<file path="config.mk">
export PLATFORM = sky130hd
export DESIGN_NAME = pswallow_div
export DESIGN_NICKNAME = d
export VERILOG_FILES = /design/src/rtl/pswallow_pkg.sv /design/src/rtl/pswallow_cfg.sv /design/src/rtl/pswallow_psc.sv /design/src/rtl/pswallow_cnt.sv /design/src/rtl/pswallow_osel.sv /design/src/rtl/pswallow_div.sv
export SDC_FILE = /design/constraint.sdc
export NUM_CORES = 1
export LEC_CHECK = 0
export BUFFER_PORTS_ARGS = -buffer_cell sky130_fd_sc_hd__buf_2
export CAP_MARGIN = 10
export CORE_MARGIN = 4
export CORE_UTILIZATION = 35
export CTS_CLUSTER_DIAMETER = 30
export DETAILED_ROUTE_END_ITERATION = 10
export SLEW_MARGIN = 20
export SYNTH_ARGS = -nofsm -noshare
export SYNTH_HDL_FRONTEND = slang
export SYNTH_SLANG_ARGS = --single-unit
</file>
<file path="constraint.sdc">
create_clock -name clk_i -period 2.6 [get_ports clk_i]
set_input_delay 0.39 -clock clk_i [delete_from_list [all_inputs] [get_ports clk_i]]
set_output_delay 0.39 -clock clk_i [all_outputs]
set_load 0.02 [all_outputs]
</file>
<file path="src/rtl/pswallow_pkg.sv">
package pswallow_pkg;

    typedef enum logic [1:0] {
        OSEL_PORT  = 2'b00,
        OSEL_SER   = 2'b01,
        OSEL_FV    = 2'b10,
        OSEL_PORTX = 2'b11
    } osel_e;

    localparam logic [1:0] OSEL_RESET = 2'b01;

endpackage

</file>
<file path="src/rtl/pswallow_cfg.sv">
module pswallow_cfg #(
    parameter int N_W = 12,
    parameter int A_W = 6
) (
    input  logic           clk_i,
    input  logic           rst_i,
    input  logic           cfg_load_i,
    input  logic [N_W-1:0] cfg_n_i,
    input  logic [A_W-1:0] cfg_a_i,
    input  logic [1:0]     cfg_sel_i,
    output logic [N_W-1:0] n_next_o,
    output logic [A_W-1:0] a_next_o,
    output logic [1:0]     osel_o
);
    import pswallow_pkg::*;

    typedef struct packed {
        logic [N_W-1:0] n_pend;
        logic [A_W-1:0] a_pend;
        logic [1:0]     osel;
    } cfg_t;

    cfg_t           st_d, st_q;
    logic [N_W-1:0] n_eff;
    logic [N_W-1:0] a_ext;
    logic [A_W-1:0] a_eff;
    logic           take_new;

    always_comb begin
        n_eff = (cfg_n_i == '0) ? N_W'(1) : cfg_n_i;
        a_ext = N_W'(cfg_a_i);
        a_eff = (a_ext > n_eff) ? A_W'(n_eff) : cfg_a_i;
        take_new = rst_i | cfg_load_i;

        st_d = st_q;
        if (rst_i) begin
            st_d.n_pend = n_eff;
            st_d.a_pend = a_eff;
            st_d.osel   = OSEL_RESET;
        end else if (cfg_load_i) begin
            st_d.n_pend = n_eff;
            st_d.a_pend = a_eff;
            st_d.osel   = cfg_sel_i;
        end

        n_next_o = take_new ? n_eff : st_q.n_pend;
        a_next_o = take_new ? a_eff : st_q.a_pend;
        osel_o   = st_q.osel;
    end

    always_ff @(posedge clk_i) begin
        st_q <= st_d;
    end

endmodule

</file>
<file path="src/rtl/pswallow_psc.sv">
module pswallow_psc #(
    parameter int PSC_W = 6
) (
    input  logic clk_i,
    input  logic rst_i,
    input  logic swallow_i,
    output logic end_o
);
    localparam int          PC_W   = PSC_W + 1;
    localparam int          P      = 1 << PSC_W;
    localparam logic [PC_W-1:0] LIM_LO = PC_W'(P - 1);
    localparam logic [PC_W-1:0] LIM_HI = PC_W'(P);

    typedef struct packed {
        logic [PC_W-1:0] cnt;
    } psc_t;

    psc_t st_d, st_q;
    logic at_end;

    always_comb begin
        at_end = (st_q.cnt == (swallow_i ? LIM_HI : LIM_LO));
        st_d   = st_q;
        if (rst_i || at_end) begin
            st_d.cnt = '0;
        end else begin
            st_d.cnt = st_q.cnt + PC_W'(1);
        end
        end_o = at_end & ~rst_i;
    end

    always_ff @(posedge clk_i) begin
        st_q <= st_d;
    end

endmodule

</file>
<file path="src/rtl/pswallow_cnt.sv">
module pswallow_cnt #(
    parameter int N_W = 12,
    parameter int A_W = 6
) (
    input  logic           clk_i,
    input  logic           rst_i,
    input  logic           psc_end_i,
    input  logic [N_W-1:0] n_next_i,
    input  logic [A_W-1:0] a_next_i,
    output logic           swallow_o,
    output logic           fv_o
);
    typedef struct packed {
        logic [N_W-1:0] n_rem;
        logic [A_W-1:0] a_rem;
        logic           fv;
    } cnt_t;

    cnt_t st_d, st_q;
    logic cyc_end;

    always_comb begin
        cyc_end = psc_end_i && (st_q.n_rem == N_W'(1));
        st_d    = st_q;
        st_d.fv = 1'b0;
        if (rst_i) begin
            st_d.n_rem = n_next_i;
            st_d.a_rem = a_next_i;
        end else if (cyc_end) begin
            st_d.n_rem = n_next_i;
            st_d.a_rem = a_next_i;
            st_d.fv    = 1'b1;
        end else if (psc_end_i) begin
            st_d.n_rem = st_q.n_rem - N_W'(1);
            if (st_q.a_rem != '0) begin
                st_d.a_rem = st_q.a_rem - A_W'(1);
            end
        end
        swallow_o = (st_q.a_rem != '0);
        fv_o      = st_q.fv;
    end

    always_ff @(posedge clk_i) begin
        st_q <= st_d;
    end

endmodule

</file>
<file path="src/rtl/pswallow_osel.sv">
module pswallow_osel (
    input  logic [1:0] osel_i,
    input  logic       fv_i,
    input  logic       ser_i,
    input  logic       port_i,
    output logic       pin_o
);
    import pswallow_pkg::*;

    always_comb begin
        unique case (osel_e'(osel_i))
            OSEL_FV:  pin_o = fv_i;
            OSEL_SER: pin_o = ser_i;
            default:  pin_o = port_i;
        endcase
    end

endmodule

</file>
<file path="src/rtl/pswallow_div.sv">
module pswallow_div #(
    parameter int PSC_W = 6,
    parameter int N_W   = 12
) (
    input  logic             clk_i,
    input  logic             rst_i,
    input  logic             cfg_load_i,
    input  logic [N_W-1:0]   cfg_n_i,
    input  logic [PSC_W-1:0] cfg_a_i,
    input  logic [1:0]       cfg_sel_i,
    input  logic             ser_i,
    input  logic             port_i,
    output logic             fv_o,
    output logic             modsel_o,
    output logic             shared_o
);
    localparam int A_W = PSC_W;

    logic [N_W-1:0] n_next;
    logic [A_W-1:0] a_next;
    logic [1:0]     osel;
    logic           psc_end;
    logic           swallow;
    logic           fv;

    pswallow_cfg #(.N_W(N_W), .A_W(A_W)) u_cfg (
        .clk_i      (clk_i),
        .rst_i      (rst_i),
        .cfg_load_i (cfg_load_i),
        .cfg_n_i    (cfg_n_i),
        .cfg_a_i    (cfg_a_i),
        .cfg_sel_i  (cfg_sel_i),
        .n_next_o   (n_next),
        .a_next_o   (a_next),
        .osel_o     (osel)
    );

    pswallow_psc #(.PSC_W(PSC_W)) u_psc (
        .clk_i     (clk_i),
        .rst_i     (rst_i),
        .swallow_i (swallow),
        .end_o     (psc_end)
    );

    pswallow_cnt #(.N_W(N_W), .A_W(A_W)) u_cnt (
        .clk_i     (clk_i),
        .rst_i     (rst_i),
        .psc_end_i (psc_end),
        .n_next_i  (n_next),
        .a_next_i  (a_next),
        .swallow_o (swallow),
        .fv_o      (fv)
    );

    pswallow_osel u_osel (
        .osel_i (osel),
        .fv_i   (fv),
        .ser_i  (ser_i),
        .port_i (port_i),
        .pin_o  (shared_o)
    );

    assign fv_o     = fv;
    assign modsel_o = swallow;

endmodule

</file>
==> impl_metrics.py <==
metrics = {
    "run_status": {
        "outcome": "finished, violations left",
        "violations": "negative setup slack",
    },
    "sta": {
        "tns_ns": -0.01682,
        "timing.final.crit_period_ns": 2.616,
        "timing.final.crit_share_pct": 100.6,
        "setup_ws_ns": -0.01616,
        "hold_viol": 0,
        "tightest_slew_ns": 0.6764,
        "clock.fmax_mhz": 382.2,
        "final_max_slew_viol_count": 0,
        "rsz0062_at_grt": "yes",
        "setup_viol": 2,
        "slew_headroom_pct": 54.43,
        "fin_skew_ns": 0.01233,
        "holdWs_ns": 0.3086,
    },
    "power": {
        "pwr-share-clk_pct": 28.4,
        "combPwrFrac_pct": 16.2,
        "pwr_density_cell_mw_per_mm2": 504.0,
        "swShare_pct": 26.09,
        "p_sw_uw": 421.9,
        "finalPower_mw": 1.617,
        "p_leak_nw": 1.283,
        "p_int_mw": 1.195,
        "power.share.sequential_pct": 55.4,
        "ir_drop_v": 0.0002186,
    },
    "detailed_routing": {
        "dr.pass1.iters": 4,
        "wl_mm": 6.200,
        "ant_nets": 0,
        "vias_per_cell": 5.143,
        "vias": 2047,
        "drc_errors": 0,
        "drt-initial-drc-count": 123,
        "wl_per_cell_um": 15.58,
    },
    "clocking": {
        "cts_hold_buf": 0,
        "cts_tree": "yes",
        "clock_sinks": 46,
        "cts.htree.levels": 2,
        "cts_root_buf": "clkbuf_8",
        "clkTransAtPathRegs_ns": 0.09,
        "clk_latency_ns": 0.30,
        "cts_buffer_depth": 2,
        "numCtsBuffers": 5,
    },
    "yosys": {
        "syn_area_mm2": 0.002569,
        "ys_seq_area_share_pct": 49.88,
        "syn_area_per_cell_um2": 10.36,
        "synth.distinct_cells": 50,
        "synth_flop_cell": "edfxtp_1",
        "synthArstFlopShare_pct": 0,
        "synthCells": 248,
        "synth-edff-count": 36,
        "synth_fp_nets": 285,
        "synth-warning-count": 0,
        "ys_ff_latch": 46,
    },
    "critical_path": {
        "critPathSlowestCell": "or4_4",
        "path_buf_inv": 2,
        "crit_path_end_kind": "flip-flop",
        "worstPathArrival_ns": 2.67,
        "critPathLaunchType": "primary input",
        "r2r_slack_ns": 0.06,
        "crit_chain": "buf_6 -> or4_4 -> nor3_4 -> a21oi_2 -> inv_2 -> ha_4 -> nand4_1 -> o22ai_2 -> nor4_4 -> nand2_4 -> a31o_4 -> a2bb2oi_2",
        "path_class": "in2reg",
        "critPathMaxStageDelay_ns": 0.56,
        "critPathRequiredTime_ns": 2.65,
        "crit_fanout": 5,
        "crit_family": "simple AND/OR/NAND/NOR gates",
    },
    "worst_hold_path": {
        "hp-class": "in2reg",
    },
    "die": {
        "core_area_mm2": 0.006944,
        "die_y_um": 93.67,
        "io_pins": 28,
        "rows": 30,
        "start_util_pct": 36.99,
        "die_x_um": 93.67,
        "die_area_mm2": 0.008774,
    },
    "place": {
        "io_buffers": 27,
        "place_inst": 390,
        "gp_congestion": 0.8689,
        "hpwl_mm": 4.501,
    },
    "grt": {
        "overflow": 0,
        "grt_usage_pct": 14.68,
        "antenna_found_initial": 0,
        "grt_pass1_vias": 2015,
        "grt_pass1_wl_mm": 9.991,
        "grt_max_degree": 18,
    },
    "final_layout": {
        "drive_gt1_share_pct": 29.47,
        "fin_util_pct": 46.20,
        "fin_cells": 398,
        "antennaDiodeCount": 0,
        "nNetsFinal": 338,
        "syn_to_final_growth_pct": 24.89,
    },
    "flow_run": {
        "maxCapViolations": 0,
    },
}
worst register-to-register path, delay by kind of cell (launching register included):
| family | cells | cell delay, ns |
|---|---|---|
| compound gates | 3 | 0.54 |
| flops | 1 | 0.39 |
| fa+ha+maj | 1 | 0.17 |
| simple gates | 2 | 0.97 |
| buf+inv | 2 | 0.22 |
cell families after synthesis:
kind of cell | synth area share (%)
simple gates | 17.19
compound gates | 15.15
flops | 49.88
buf+inv | 3.847
xor+xnor | 6.137
fa+ha+maj | 5.845
mux | 1.948
power by group through the flow:
| stage | clock network [mW] | logic, mW | registers (mW) |
|---|---|---|---|
| 2_1_floorplan | 0 | 0.147 | 0.903 |
| 3_3_place_gp | 0 | 0.234 | 0.910 |
| 3_5_place_dp | 0 | 0.236 | 0.911 |
| 4_1_cts | 0.480 | 0.239 | 0.895 |
| 5_1_grt | 0.504 | 0.291 | 0.904 |
| 6_report | 0.459 | 0.262 | 0.896 |
per-layer routing:
metal  vias up  share of wire, %  global-route usage [%]
met5         -                 0                       0
met4         0               2.5                   4.934
li1       1027                 -                       -
met1       962                46                   19.60
met2        46                48                   23.65
met3        12               3.6                   3.125
cells in the final DEF, fill, tap and decap left out, types with 3 or more instances in the layout:
master,n
a21oi_1,10
a22oi_1,8
buf_2,25
buf_4,24
buf_6,3
clkbuf_8,6
dfxtp_1,10
edfxtp_1,36
ha_1,11
inv_1,16
mux2i_2,3
nand2_1,12
nand3_1,7
nand4_1,3
nor2_1,31
nor2b_1,6
nor3_1,4
nor4_1,3
o21ai_0,3
o22ai_1,11
xnor2_1,6
xor2_1,12
sequential cells by signal, indices dropped and copies added (netlist names):
name / flops
u_cfg.st_q: 18
u_cnt.st_q: 18
u_psc.st_q: 7
u_cfg.osel_o: 2
u_cnt.fv_o: 1
metrics by stage:
| step | setup WS [ns] | instance area (µm²) |
|---|---|---|
| after floorplan | -0.07975 | 2580 |
| after global placement | -0.2312 | 2995 |
| after detailed placement | -0.2876 | 2995 |
| after CTS | 0.02829 | 3090 |
| after global routing | -0.08978 | 3208 |
| final | -0.01616 | 3208 |
worst paths after layout:
check	from	to	cells after the start
min reg2reg	u_psc.st_q[0]	u_psc.st_q[0]	1
min	cfg_sel_i[0]	u_cfg.osel_o[0]	3
max	cfg_n_i[10]	u_cnt.st_q[2]	12
max reg2reg	u_cnt.st_q[1]	u_cnt.st_q[8]	8
timing repair:
item,CTS,global route
endpoints found under the setup margin,0,18
resized for setup,0,23
setup buffers,0,0
endpoints found under the hold margin,0,0
synthesized netlist by cell type (2+ instances only):
| library cell | instances | area share, % |
|---|---|---|
| xnor2_1 | 6 | 2.0 |
| dfxtp_1 | 10 | 7.8 |
| and3_1 | 2 | 0.49 |
| a21oi_1 | 11 | 2.1 |
| or4_1 | 2 | 0.58 |
| nand2b_1 | 2 | 0.49 |
| o21ai_0 | 3 | 0.58 |
| nand4_1 | 3 | 0.73 |
| nor4_1 | 3 | 0.73 |
| or2_2 | 2 | 0.49 |
| clkbuf_1 | 4 | 0.58 |
| nor3_1 | 5 | 0.97 |
| xor2_1 | 12 | 4.1 |
| nand3_1 | 7 | 1.4 |
| nor3b_1 | 2 | 0.58 |
| nor2_1 | 32 | 4.7 |
| inv_1 | 18 | 2.6 |
| mux2i_1 | 5 | 1.9 |
| o211ai_1 | 2 | 0.58 |
| a22oi_1 | 8 | 2.3 |
| edfxtp_1 | 36 | 42 |
| o22ai_1 | 13 | 3.2 |
| nor4b_1 | 2 | 0.68 |
| nor2b_1 | 6 | 1.5 |
| a2bb2oi_1 | 3 | 1.0 |
| ha_1 | 12 | 5.8 |
| nand2_1 | 14 | 2.0 |
final cells by class:
| cell class | count | area, µm² |
|---|---|---|
| Fill cell | 665 | 3736 |
| Clock buffer | 6 | 82.58 |
| Multi-Input combinational cell | 177 | 1301 |
| Inverter | 19 | 71.32 |
| Timing Repair Buffer | 52 | 339.1 |
| Tap cell | 96 | 120.1 |
| Clock inverter | 2 | 12.51 |
| Sequential cell | 46 | 1281 |
Power figures use the tool's default switching activity.
